[src/rtl/cfp_pkg.sv]
package cfp_pkg;
   localparam logic [7:0] CMD_ERASE_ARM  = 8'h20;
   localparam logic [7:0] CMD_ERASE_GO   = 8'hD0;
   localparam logic [7:0] CMD_PROG_ARM   = 8'h40;
   localparam logic [7:0] CMD_STATUS_QRY = 8'h70;
   localparam logic [7:0] CMD_STATUS_CLR = 8'h50;
   localparam logic [7:0] CMD_ARRAY_MODE = 8'hFF;
   localparam logic [7:0] ERASED_BYTE    = 8'hFF;
   localparam logic [7:0] STAT_ERR_MASK  = 8'h38;
   localparam int         STAT_DONE_BIT  = 7;

   typedef enum logic [1:0] {
      ERR_NONE    = 2'd0,
      ERR_TIMEOUT = 2'd1,
      ERR_DEVICE  = 2'd2,
      ERR_VERIFY  = 2'd3
   } cfp_err_e;

   typedef enum logic [3:0] {
      S_IDLE, S_E_ARM, S_E_GO, S_P_ARM, S_P_GAP, S_P_SRC, S_P_DATA,
      S_Q_CMD, S_Q_RD, S_Q_CHK, S_CLR, S_RST, S_V_RD, S_V_CHK, S_DONE
   } cfp_state_e;
endpackage

[src/rtl/cfp_cycle_timer.sv]
module cfp_cycle_timer #(
   parameter int CYCLES = 4
) (
   input  logic clk,
   input  logic rst_n,
   input  logic load,
   output logic expired
);
   generate
      if (CYCLES <= 1) begin : g_single
         logic unused_in;
         assign unused_in = clk ^ rst_n ^ load;
         assign expired   = 1'b1;
      end else begin : g_count
         localparam int CW = $clog2(CYCLES);
         logic [CW-1:0] cnt;
         always_ff @(posedge clk or negedge rst_n) begin
            if (!rst_n)          cnt <= '0;
            else if (load)       cnt <= CW'(CYCLES - 1);
            else if (cnt != '0)  cnt <= cnt - 1'b1;
         end
         assign expired = (cnt == '0);
      end
   endgenerate
endmodule

[src/rtl/cfp_attempt_counter.sv]
module cfp_attempt_counter #(
   parameter int LIMIT = 1000000
) (
   input  logic clk,
   input  logic rst_n,
   input  logic clr,
   input  logic inc,
   output logic last
);
   localparam int CW = (LIMIT > 1) ? $clog2(LIMIT) : 1;
   localparam logic [CW-1:0] TOP = CW'(LIMIT - 1);
   logic [CW-1:0] cnt;

   always_ff @(posedge clk or negedge rst_n) begin
      if (!rst_n)                 cnt <= '0;
      else if (clr)               cnt <= '0;
      else if (inc && cnt != TOP) cnt <= cnt + 1'b1;
   end

   assign last = (cnt == TOP);
endmodule

[src/rtl/cmdflash_bank_prog.sv]
module cmdflash_bank_prog
   import cfp_pkg::*;
#(
   parameter int ADDR_W     = 13,
   parameter int BANK_W     = 1,
   parameter int GAP_CYCLES = 250,
   parameter int POLL_LIMIT = 1000000
) (
   input  logic                     clk,
   input  logic                     rst_n,
   input  logic                     start,
   input  logic                     op,
   input  logic [BANK_W-1:0]        bank,
   output logic                     busy,
   output logic                     done,
   output logic [1:0]               err,
   output logic [ADDR_W-1:0]        src_addr,
   output logic                     src_rd,
   input  logic [7:0]               src_data,
   output logic [BANK_W+ADDR_W-1:0] fl_addr,
   output logic [7:0]               fl_wdata,
   output logic                     fl_we,
   output logic                     fl_re,
   input  logic [7:0]               fl_rdata
);
   localparam int FA_W    = BANK_W + ADDR_W;
   localparam bit HAS_GAP = (GAP_CYCLES > 0);

   generate
      if (ADDR_W < 1)     begin : g_bad_addr  $error("ADDR_W must be at least 1");     end
      if (BANK_W < 1)     begin : g_bad_bank  $error("BANK_W must be at least 1");     end
      if (POLL_LIMIT < 1) begin : g_bad_limit $error("POLL_LIMIT must be at least 1"); end
      if (GAP_CYCLES < 0) begin : g_bad_gap   $error("GAP_CYCLES must not be negative"); end
   endgenerate

   cfp_state_e st, st_nx;
   logic              op_q;
   logic [BANK_W-1:0] bank_q;
   logic [ADDR_W-1:0] idx;
   logic              tmo_q, dev_q, vfail_q;
   cfp_err_e          err_q;

   logic [FA_W-1:0] base_a, here_a;
   logic idx_last, stat_done, stat_bad, accept, v_bad;
   logic gap_load, gap_exp, att_clr, att_inc, att_last;

   assign base_a    = {bank_q, {ADDR_W{1'b0}}};
   assign here_a    = {bank_q, idx};
   assign idx_last  = &idx;
   assign stat_done = fl_rdata[STAT_DONE_BIT];
   assign stat_bad  = |(fl_rdata & STAT_ERR_MASK);
   assign accept    = (st == S_IDLE) && start;
   assign v_bad     = (fl_rdata != (op_q ? src_data : ERASED_BYTE));

   assign gap_load = (st == S_P_ARM);
   assign att_clr  = (st == S_E_GO) || (st == S_P_DATA);
   assign att_inc  = (st == S_Q_CHK) && !stat_done;

   cfp_cycle_timer #(.CYCLES(GAP_CYCLES)) u_gap (
      .clk(clk), .rst_n(rst_n), .load(gap_load), .expired(gap_exp));

   cfp_attempt_counter #(.LIMIT(POLL_LIMIT)) u_att (
      .clk(clk), .rst_n(rst_n), .clr(att_clr), .inc(att_inc), .last(att_last));

   always_comb begin
      st_nx = st;
      unique case (st)
         S_IDLE:   if (start) st_nx = op ? S_P_ARM : S_E_ARM;
         S_E_ARM:  st_nx = S_E_GO;
         S_E_GO:   st_nx = S_Q_CMD;
         S_P_ARM:  st_nx = HAS_GAP ? S_P_GAP : S_P_SRC;
         S_P_GAP:  if (gap_exp) st_nx = S_P_SRC;
         S_P_SRC:  st_nx = S_P_DATA;
         S_P_DATA: st_nx = S_Q_CMD;
         S_Q_CMD:  st_nx = S_Q_RD;
         S_Q_RD:   st_nx = S_Q_CHK;
         S_Q_CHK: begin
            if (stat_done)     st_nx = (op_q && !idx_last) ? S_P_ARM : S_CLR;
            else if (att_last) st_nx = S_CLR;
            else               st_nx = S_Q_CMD;
         end
         S_CLR:    st_nx = S_RST;
         S_RST:    st_nx = S_V_RD;
         S_V_RD:   st_nx = S_V_CHK;
         S_V_CHK:  st_nx = idx_last ? S_DONE : S_V_RD;
         S_DONE:   st_nx = S_IDLE;
         default:  st_nx = S_IDLE;
      endcase
   end

   always_ff @(posedge clk or negedge rst_n) begin
      if (!rst_n) begin
         st      <= S_IDLE;
         op_q    <= 1'b0;
         bank_q  <= '0;
         idx     <= '0;
         tmo_q   <= 1'b0;
         dev_q   <= 1'b0;
         vfail_q <= 1'b0;
         err_q   <= ERR_NONE;
      end else begin
         st <= st_nx;
         if (accept) begin
            op_q    <= op;
            bank_q  <= bank;
            idx     <= '0;
            tmo_q   <= 1'b0;
            dev_q   <= 1'b0;
            vfail_q <= 1'b0;
            err_q   <= ERR_NONE;
         end
         if (st == S_Q_CHK) begin
            if (stat_done) begin
               if (stat_bad) dev_q <= 1'b1;
               if (op_q && !idx_last) idx <= idx + 1'b1;
            end else if (att_last) begin
               tmo_q <= 1'b1;
            end
         end
         if (st == S_RST) idx <= '0;
         if (st == S_V_CHK) begin
            if (v_bad) vfail_q <= 1'b1;
            if (!idx_last) idx <= idx + 1'b1;
            else if (tmo_q)             err_q <= ERR_TIMEOUT;
            else if (dev_q)             err_q <= ERR_DEVICE;
            else if (vfail_q || v_bad)  err_q <= ERR_VERIFY;
            else                        err_q <= ERR_NONE;
         end
      end
   end

   always_comb begin
      fl_we    = 1'b0;
      fl_re    = 1'b0;
      fl_addr  = base_a;
      fl_wdata = 8'h00;
      src_rd   = 1'b0;
      src_addr = idx;
      unique case (st)
         S_E_ARM:  begin fl_we = 1'b1; fl_wdata = CMD_ERASE_ARM; end
         S_E_GO:   begin fl_we = 1'b1; fl_wdata = CMD_ERASE_GO; end
         S_P_ARM:  begin fl_we = 1'b1; fl_addr = here_a; fl_wdata = CMD_PROG_ARM; end
         S_P_SRC:  src_rd = 1'b1;
         S_P_DATA: begin fl_we = 1'b1; fl_addr = here_a; fl_wdata = src_data; end
         S_Q_CMD:  begin fl_we = 1'b1; fl_wdata = CMD_STATUS_QRY; end
         S_Q_RD:   fl_re = 1'b1;
         S_CLR:    begin fl_we = 1'b1; fl_wdata = CMD_STATUS_CLR; end
         S_RST:    begin fl_we = 1'b1; fl_wdata = CMD_ARRAY_MODE; end
         S_V_RD:   begin fl_re = 1'b1; fl_addr = here_a; src_rd = op_q; end
         default:  ;
      endcase
   end

   assign busy = (st != S_IDLE);
   assign done = (st == S_DONE);
   assign err  = err_q;
endmodule

[config.mk]
export PLATFORM = sky130hd
export DESIGN_NAME = cmdflash_bank_prog
export DESIGN_NICKNAME = d
export VERILOG_FILES = /design/src/rtl/cfp_pkg.sv /design/src/rtl/cfp_cycle_timer.sv /design/src/rtl/cfp_attempt_counter.sv /design/src/rtl/cmdflash_bank_prog.sv
export SDC_FILE = /design/constraint.sdc
export NUM_CORES = 1
export LEC_CHECK = 0
export BUFFER_PORTS_ARGS = -buffer_cell sky130_fd_sc_hd__buf_4
export CORE_MARGIN = 8
export CORE_UTILIZATION = 35
export CTS_BUF_LIST = sky130_fd_sc_hd__clkbuf_2 sky130_fd_sc_hd__clkbuf_4 sky130_fd_sc_hd__clkbuf_8
export DETAILED_ROUTE_END_ITERATION = 12
export PLACE_DENSITY = 0.56
export SLEW_MARGIN = 0
export SYNTH_ARGS = -nofsm -noshare
export SYNTH_HDL_FRONTEND = slang
export SYNTH_SLANG_ARGS = --single-unit
export TNS_END_PERCENT = 20
[constraint.sdc]
create_clock -name clk -period 2.4 [get_ports clk]
set_input_delay 0.24 -clock clk [delete_from_list [all_inputs] [get_ports clk]]
set_output_delay 0.24 -clock clk [all_outputs]
set_load 0.01 [all_outputs]
Word-level counts from Yosys, hierarchy flattened
Index checks and enable logic that the tools add are counted.
{"block": "word_totals", "regBits": 52, "in_bits": 21, "output_inout_bits": 42, "word_cells": 95}
{"block": "op_classes", "addsub": 3, "eq_ne": 19, "muxes": 42, "n_reduce_logical": 21}
{"cell": "$mux W13", "n": 8}
{"cell": "$pmux W8 S7", "n": 1}
{"cell": "$pmux W4 S13", "n": 1}
{"cell": "$mux W20", "n": 2}
{"cell": "$eq A4 B4 Y1 const B", "n": 7}
{"cell": "$mux W8", "n": 3}
{"cell": "$add A20 B1 Y20 const B", "n": 1}
{"cell": "$eq A20 B20 Y1 const B", "n": 1}
{"cell": "$mux W4", "n": 5}
{"cell": "$ne A20 B20 Y1 const B", "n": 1}
{"cell": "$eq A4 B3 Y1 const B", "n": 4}
{"cell": "$mux W2", "n": 8}
{"cell": "$add A13 B1 Y13 const B", "n": 1}
{"cell": "$mux W1", "n": 13}
{"cell": "$reduce_and A13 Y1", "n": 1}
{"cell": "$eq A4 B2 Y1 const B", "n": 2}
{"cell": "$logic_not A8 Y1", "n": 1}
{"cell": "$ne A8 B8 Y1", "n": 1}
{"cell": "$reduce_bool A8 Y1", "n": 1}
{"cell": "$sub A8 B1 Y8 const B", "n": 1}
{"cell": "$reduce_or A7 Y1", "n": 1}
{"cell": "$reduce_or A3 Y1", "n": 2}
{"cell": "$eq A4 B1 Y1 const B", "n": 1}
{"cell": "$logic_and A1 B1 Y1", "n": 4}
{"cell": "9 further kinds", "n": 14}

Logic depth before layout (Yosys ltp)
Gate-level depths: netlist of run 1.
{"block": "depth", "depth_word": 9, "mapped_depth": 8, "ltp_nobuf": 7}

Hierarchy
A second synthesis of run 1 with hierarchy kept.
{"block": "unflattened", "cells_unflattened": 402, "hier_area_um2": 3513.4}
{"mod": "cmdflash_bank_prog", "instances": 1, "cells_per_inst": 245, "area_each_um2": 1916.8, "seq_area_each_um2": 600.6}
{"mod": "cfp_attempt_counter", "instances": 1, "cells_per_inst": 114, "area_each_um2": 1149.9, "seq_area_each_um2": 500.5}
{"mod": "cfp_cycle_timer", "instances": 1, "cells_per_inst": 43, "area_each_um2": 446.7, "seq_area_each_um2": 200.2}

Worst setup path after synthesis of run 1
Ideal clock, no wire load.
{"block": "synth_timing", "kind": "reg2reg", "from": "register u_att.cnt[0]", "to": "register u_att.cnt[12]", "setup_ns": 0.125, "arrival_time_ns": 1.750, "required_time_ns": 2.275, "path_slack_ns": 0.526, "stages_incl_launch_ff": 8, "path_buffers": 1, "period_less_slack_ns": 1.874, "cell_sequence": "dfrtp_1 -> ha_1 -> and3_1 -> nand4_1 -> clkbuf_1 -> o211ai_1 -> nor2_1 -> mux2_2"}
{"block": "synth_via", "elab_chain_cells": 3, "word_cells_on_any_way": 6, "classes_between": "add/sub: 1; eq/ne: 1; mux: 2; reduce/logical: 2"}
{"element": "from (decl)", "line_no": "cfp_attempt_counter.sv:12", "text": "logic [CW-1:0] cnt;"}
{"element": "from (signal assigned)", "line_no": "cfp_attempt_counter.sv:17", "text": "else if (inc && cnt != TOP) cnt <= cnt + 1'b1;"}
{"element": "$add A20 B1 Y20 / $ne A20 B20 Y1 (equally long branches)", "line_no": "cfp_attempt_counter.sv:17"}
{"element": "$mux W20 / $logic_and A1 B1 Y1 (equally long branches)", "line_no": "cfp_attempt_counter.sv:17"}
{"element": "$mux W20 / $reduce_bool A2 Y1 (equally long branches)"}
Parallel ways exist; a longest one is shown, timed or not. The select of a mux whose other input is x is not followed.
A chain may end at the register's enable or synchronous reset.

Worst setup path in the final report of run 1
{"block": "layout_timing", "from": "register st[0]", "to": "output port fl_wdata[7]"}
{"block": "layout_via", "elab_chain_cells": 2, "word_cells_on_any_way": 8, "classes_between": "eq/ne: 7; mux: 1"}
{"element": "from (decl)", "line_no": "cmdflash_bank_prog.sv:36", "text": "cfp_state_e st, st_nx;"}
{"element": "from (signal assigned)", "line_no": "cmdflash_bank_prog.sv:102", "text": "st <= st_nx;"}
{"element": "$eq A4 B4 Y1 (tied with other cells)", "line_no": "cmdflash_bank_prog.sv:139", "text": "unique case (st)"}
{"element": "$pmux W8 S7 *", "line_no": "cmdflash_bank_prog.sv:139"}
{"element": "to (decl)", "line_no": "cmdflash_bank_prog.sv:21", "text": "output logic [7:0] fl_wdata,"}
Every way passes the cells marked *; elsewhere a longest branch is shown, timed or not.

==> results.ini, run 1 <==
[run_status]
outcome = completed

[worst_hold_path]
hold_class = in -> reg

[placed_design]
dp.cells = 557
pre_cts_ws_ps = 274
io_buffers = 62
routabilityCongestion = 0.779
placed_area_mm2 = 0.00392
dp_hpwl_um = 6890

[clock_network]
cts_tree = built
clkSinkCount = 52
h-tree-depth = 2
numCtsBuffers = 5
cts.clk_slew.worst_paths_ps = 100
clk_latency_ps = 300
post-cts-setup-buffers = 0
cts-root-buf = clkbuf_8
clk_path_buf_depth = 2

[grt]
grt_pass1_wl_um = 15700
track_usage_pct = 14.8
antenna_found_initial = 0
grt_remaining_overflow = 0
grt_max_degree = 53
grt_pass1_vias = 2908

[die]
num_rows = 35
fp.dieW_um = 113
dieArea_mm2 = 0.0128
io_pins = 63
fp.dieH_um = 113
start_util_pct = 35.9
core_mm2 = 0.00920

[final_layout]
final_area_mm2 = 0.00404
postLayoutCoreUtil_pct = 43.9
nFillCells = 942
multi_input_area_mm2 = 0.00189
drive_above_1_share_pct = 20.7
final_common_cell = buf_4
regArea_mm2 = 0.00130
nets = 479
final_cell_mix = buf_4 (76), dfrtp_1 (52), nor2_1 (44), nand2_1 (43)
fin_cells = 566
n_antenna_cell = 0
areaGrowthSynthToFinish_pct = 22.2

[pwr]
clkPwrFrac_pct = 16.2
power.density_mw_per_mm2 = 821
swShare_pct = 41.2
p_comb_share_pct = 45.5
p_int_uw = 1950
seqPwrFrac_pct = 38.3
irDropWorstVdd_mv = 0.245
power_leakage_uw = 0.00183
p_sw_uw = 1370

[routing]
post_drt_wl_per_cell_um = 16.4
via_per_inst = 5.37
drtIter0Drc = 215
drt-pass1-iter-count = 4
drt-total-wl_um = 9290
ant_nets = 0
dr_total_vias = 3042
drc = 0

[timing]
rsz0062_at_grt = no
report.final.setup_viol = 0
tightest_slew_ps = 679
finClkSkew_ps = 7.87
tns_ps = 0
setup_slack_ps = 212
fin_crit_sh_pct = 91.2
drv_slew = 0
max_freq_mhz = 457
maxSlewHeadroom_pct = 54.8
post-route-min-period_ps = 2190
hold_viol = 0

[synth]
syn_avg_cell_area_um2 = 8.49
synth.area.top_cells = dfrtp_1 (39%), xor2_1 (5.8%), nor2_1 (5.0%), nand2_1 (4.9%), nand3_1 (3.3%)
synth_fa_ha_area_share_pct = 1.51
syn-cell-area_mm2 = 0.00330
ys.flop_type = dfrtp_1
synth_top_family_by_area = simple AND/OR/NAND/NOR gates
async_flop_share_pct = 100
synth_compound_area_share_pct = 15.7
yosysTopAreaCell = dfrtp_1
synth_top_area_share_pct = 39.4
synth-xor-area-share_pct = 7.42
synth-seq-area-share_pct = 39.4
synth-simple-area-share_pct = 31.5
synth_cell_types = 57
synth_nets = 414
synth.mux.area_fraction_pct = 0.644
synth_cells = 389
ys_seq_elements = 52
synth_edf_count = 0
synth_warnings = 0

[flow_run]
cap_viol_max_count = 0

[critical_path]
cp.required_ps = 2160
endpoint_kind = primary output
startpoint_type = flop
critical_path_class = reg -> out
crit_arrival_ps = 1950
crit_fanout = 26

## routing by layer
layer | GRT usage [%] | share of wire (%)
met1 | 19.7 | 47
met2 | 24.2 | 47
met3 | 3.04 | 4.6
met4 | 3.37 | 1.1
met5 | 0 | 0
## cell usage after synthesis, drive strengths merged (2+ instances only)
| library cell | instances |
|---|---|
| a21o | 2 |
| nor4b | 6 |
| nand3 | 23 |
| clkbuf | 13 |
| or3 | 4 |
| nor2 | 45 |
| or3b | 2 |
| and2 | 4 |
| a31oi | 6 |
| and4 | 3 |
| buf | 6 |
| inv | 8 |
| nand2b | 5 |
| xnor2 | 6 |
| o22a | 2 |
| nand4 | 7 |
| o31ai | 4 |
| nand2 | 43 |
| nand3b | 3 |
| o21ai | 22 |
| and3 | 15 |
| xor2 | 22 |
| ha | 4 |
| nor2b | 15 |
| nor3b | 6 |
| dfrtp | 52 |
| o211ai | 7 |
| nor3 | 5 |
| a211oi | 4 |
| o2111ai | 4 |
| o21a | 2 |
| nor4 | 4 |
| a21oi | 15 |
| or4 | 3 |
| o41ai | 3 |
## kinds of logic (layout without fill, tap and decap cells)
logic type | count (synthesis) | count (layout)
muxes | 2 | 2
AOI/OAI and AO/OA | 79 | 79
and+or+nand+nor | 197 | 197
buffers and inverters | 27 | 93
xor gates and xnor gates | 28 | 28
DFF | 52 | 52
adders and majority gates | 4 | 4
## final timing paths
kind | startpoint | end | slack (ps) | depth (start not counted)
max in group asynchronous | rst_n | src_addr[5] | 1440 | 2
setup / recovery | st[0] | fl_wdata[7] | 210 | 7
min in group asynchronous | rst_n | u_att.cnt[3] | 500 | 2
hold / removal | bank | bank_q | 140 | 3
hold reg to reg | bank_q | bank_q | 490 | 2
setup reg to reg | op_q | err[0] | 310 | 5
## power by group through the flow
stage / clock [uW] / combinational, uW / sequential [uW]
4_1_cts: 563 / 1520 / 1270
3_5_place_dp: 0 / 1500 / 1290
3_3_place_gp: 0 / 1480 / 1280
6_report: 538 / 1510 / 1270
5_1_grt: 597 / 1690 / 1310
2_1_floorplan: 0 / 998 / 1200
## registers in the layout, indices dropped and copies added, names as in the netlist
name and flops:
bank_q 1, dev_q 1, err 2, op_q 1, src_addr 13, st 4
tmo_q 1, u_att.cnt 20, u_gap.g_count.cnt 8, vfail_q 1
## layout make-up
type / count / area share [%]
Sequential cell: 52 / 32.2
Clock buffer: 7 / 2.23
Timing Repair Buffer: 77 / 14.4
Inverter: 8 / 0.744
Clock inverter: 1 / 0.186
Tap cell: 111 / 3.44
Multi-Input combinational cell: 310 / 46.8
## through the flow
stage	total power (uW)	hold slack, ps
CTS	3350	133
detailed placement	2790	334
global placement	2770	330
global route	3590	141
finish	3310	141
floorplan	2190	-55.6
## critical path: stages (launching register included)
cell,delay [ps]
dfrtp_1,510
buf_4,220
nand2b_1,170
nor2_1,90
buf_4,300
o21ai_0,140
nand2_1,90
buf_4,140
## timing repair
action,4_1_cts,5_1_grt
pin swaps,0,0
endpoints found under the hold margin,15,0
endpoints found under the setup margin,13,1
cloned,0,0
hold buffers,1,0
resized for setup,1,1
(Power assumes the default switching activity.)
==> run 2, diff against run 1 <==
- CTS_BUF_LIST: sky130_fd_sc_hd__clkbuf_2 sky130_fd_sc_hd__clkbuf_4 sky130_fd_sc_hd__clkbuf_8 -> sky130_fd_sc_hd__clkbuf_16
- PLACE_DENSITY: 0.56 -> 0.55
- SYNTH_HIERARCHICAL: not set -> 1
==> run 2 against run 1 <==
Effect of this change:
- the run now ends with negative hold slack left
- core utilization decreased by 0.25 points
- die area rose by 5.4%
- sequential power shrank 4%
- synthesized cell count increased by 3.3%
- critical path type unchanged
- highest routed layer unchanged
==> results.ini, run 2 <==
[grt]
antenna_found_initial = 0  ; unchanged
grt_max_degree = 53  ; unchanged
track_usage_pct = 13.7  ; -1.2 points
grt_pass1_vias = 3155  ; +8.5%
grt_pass1_wl_um = 15100  ; -3.6%
grt_remaining_overflow = 0  ; unchanged

[routing]
post_drt_wl_per_cell_um = 15.1  ; -7.7%
drt-pass1-iter-count = 4  ; unchanged
drtIter0Drc = 132  ; -39%
drc = 0  ; unchanged
drt-total-wl_um = 9020  ; -2.9%
dr_total_vias = 3143  ; +3.3%
ant_nets = 0  ; unchanged
via_per_inst = 5.27  ; -1.9%

[die]
fp.dieW_um = 116  ; +2.7%
core_mm2 = 0.00977  ; +6.3%
num_rows = 36  ; +2.9%
io_pins = 63  ; unchanged
fp.dieH_um = 116  ; +2.7%
start_util_pct = 35.9  ; about the same
dieArea_mm2 = 0.0135  ; +5.4%

[timing]
report.final.setup_viol = 0  ; unchanged
max_freq_mhz = 469  ; +2.7%
hold-worst-slack_ps = -10.2  ; -151 ps
post-route-min-period_ps = 2130  ; -57.0 ps
maxSlewHeadroom_pct = 54.1  ; -0.62 points
hold_viol = 18  ; +18
tightest_slew_ps = 678  ; -0.203 ps
drv_slew = 0  ; unchanged
finClkSkew_ps = 10.3  ; +2.45 ps
rsz0062_at_grt = no
fin_crit_sh_pct = 88.8  ; -2.4 points
tns_ps = 0  ; unchanged

[pwr]
power.density_mw_per_mm2 = 807  ; -1.7%
irDropWorstVdd_mv = 0.422  ; +73%
power_leakage_uw = 0.00192  ; +4.4%

[synth]
yosysMostFrequentCell = dfrtp_1
synth-seq-area-share_pct = 37.0  ; -2.3 points
ys_seq_elements = 52  ; unchanged
async_flop_share_pct = 100  ; unchanged
ys.flop_type = dfrtp_1
yosysTopAreaCell = dfrtp_1
syn_avg_cell_area_um2 = 8.74  ; +2.9%
yosys-top-cells-count = dfrtp_1 (52), nand2_1 (37), nor2_1 (34)
synth_top_area_share_pct = 37.0  ; -2.3 points
synth_cells = 402  ; +3.3%
syn-cell-area_mm2 = 0.00351  ; +6.3%
synth_warnings = 6  ; +6
synth_cell_types = 71  ; +25%
synth_nets = 426  ; +2.9%
synth_edf_count = 0  ; unchanged
synth.area.top_cells = dfrtp_1 (37%), o21ai_0 (4.0%), nand2_1 (4.0%), nor2_1 (3.6%), a21oi_1 (3.6%)

[critical_path]
startpoint_type = flop
worstPathCellList = buf_4 -> nor3b_2 -> and2_1 -> nand2_1 -> nand2_1 -> buf_4
crit_fanout = 15  ; -42%
cp.required_ps = 2160  ; about the same
crit_path_max_incr_delay_ps = 520  ; about the same
crit_path_top_delay_cell = dfrtp_1
endpoint_kind = primary output
cpLargestDelayFamily = simple AND/OR/NAND/NOR gates
crit_arrival_ps = 1890  ; -60 ps
path_buf_inv = 2  ; -1
critical_path_class = reg -> out

[flow_run]
cap_viol_max_count = 0  ; unchanged

[placed_design]
io_buffers = 62  ; unchanged
routabilityCongestion = 0.798  ; +2.5%
dp_hpwl_um = 6650  ; -3.4%

[clock_network]
clk_latency_ps = 290  ; about the same
cts_tree = built
numCtsBuffers = 5  ; unchanged
clk_path_buf_depth = 2  ; unchanged
clkSinkCount = 52  ; unchanged
cts.clk_slew.worst_paths_ps = 80  ; -20 ps
cts-root-buf = clkbuf_16
h-tree-depth = 2  ; unchanged
post-cts-setup-buffers = 0  ; unchanged
cts_hold_buf = 0  ; -1

[worst_hold_path]
hold_class = in -> async

[final_layout]
nets = 486  ; +1.5%
top_register = u_att/cnt
areaGrowthSynthToFinish_pct = 21.4
drive_above_1_share_pct = 23.3  ; +2.7 points
largest_reg_flops = 20  ; unchanged
postLayoutCoreUtil_pct = 43.6  ; -0.25 points
final_common_cell = buf_4
final_cell_mix = buf_4 (73), dfrtp_1 (52), nand2_1 (37), nor2_1 (34), o21ai_0 (28)
n_antenna_cell = 0  ; unchanged

[run_status]
outcome = finished, violations left
violations = negative hold slack

-- run 2: report_power, final --
part           total (uW)  internal, uW  leakage, uW  switching, uW
sequential           1220          1020     0.000689            197
combinational        1500           663      0.00116            832
clock                 726           389    0.0000702            337
-- run 2: cells by family (layout without fill, tap and decap cells) --
kind of cell | after synthesis | in the layout | share of synthesized area (%)
xor gates and xnor gates | 18 | 18 | 4.49
buffers and inverters | 25 | 86 | 3.95
muxes | 8 | 8 | 2.42
AOI/OAI and AO/OA | 95 | 95 | 17.0
adders and majority gates | 3 | 3 | 1.07
DFF | 52 | 52 | 37.0
and+or+nand+nor | 201 | 201 | 34.0
-- run 2: timing repair --
item                       4_1_cts  5_1_grt
resized for setup                1        0
hold endpoints to repair         0        0
setup endpoints to repair        2        0
-- run 2: per-layer routing --
| layer | track usage [%] | vias up | wire (um) |
|---|---|---|---|
| met2 | 21.6 | 52 | 4170 |
| met5 | 0 | - | 0 |
| met4 | 4.41 | 0 | 99 |
| li1 | - | 1583 | - |
| met3 | 2.90 | 9 | 340 |
| met1 | 18.1 | 1499 | 4410 |
-- run 2: final cells by class --
type	count	area, um^2
Clock buffer	5	125
Clock inverter	3	21.3
Sequential cell	52	1300
Tap cell	133	166
Timing Repair Buffer	73	548
Inverter	5	18.8
Fill cell	986	5510
Multi-Input combinational cell	325	2080
-- run 2: stage by stage --
stage          worst slack, ps  instances  instance area, um^2  total power [uW]
4_1_cts                    250        596                 4270              3480
3_3_place_gp               282        588                 4110              2700
2_1_floorplan              429        402                 3510              2210
3_5_place_dp               280        588                 4110              2730
5_1_grt                   78.1        596                 4270              3700
6_report                   269        596                 4270              3440
-- run 2: worst paths after layout --
kind	slack [ps]	endpoint	cells after the start	from
worst max-delay path	270	fl_wdata[0]	6	st[3]
worst min-delay path	-10	u_att/cnt[16]	1	rst_n
worst max register to register	300	err[1]	6	src_addr[0]
worst min register to register	510	bank_q	1	bank_q
max in group asynchronous	1950	u_att/cnt[18]	1	rst_n
min in group clk	190	bank_q	2	bank
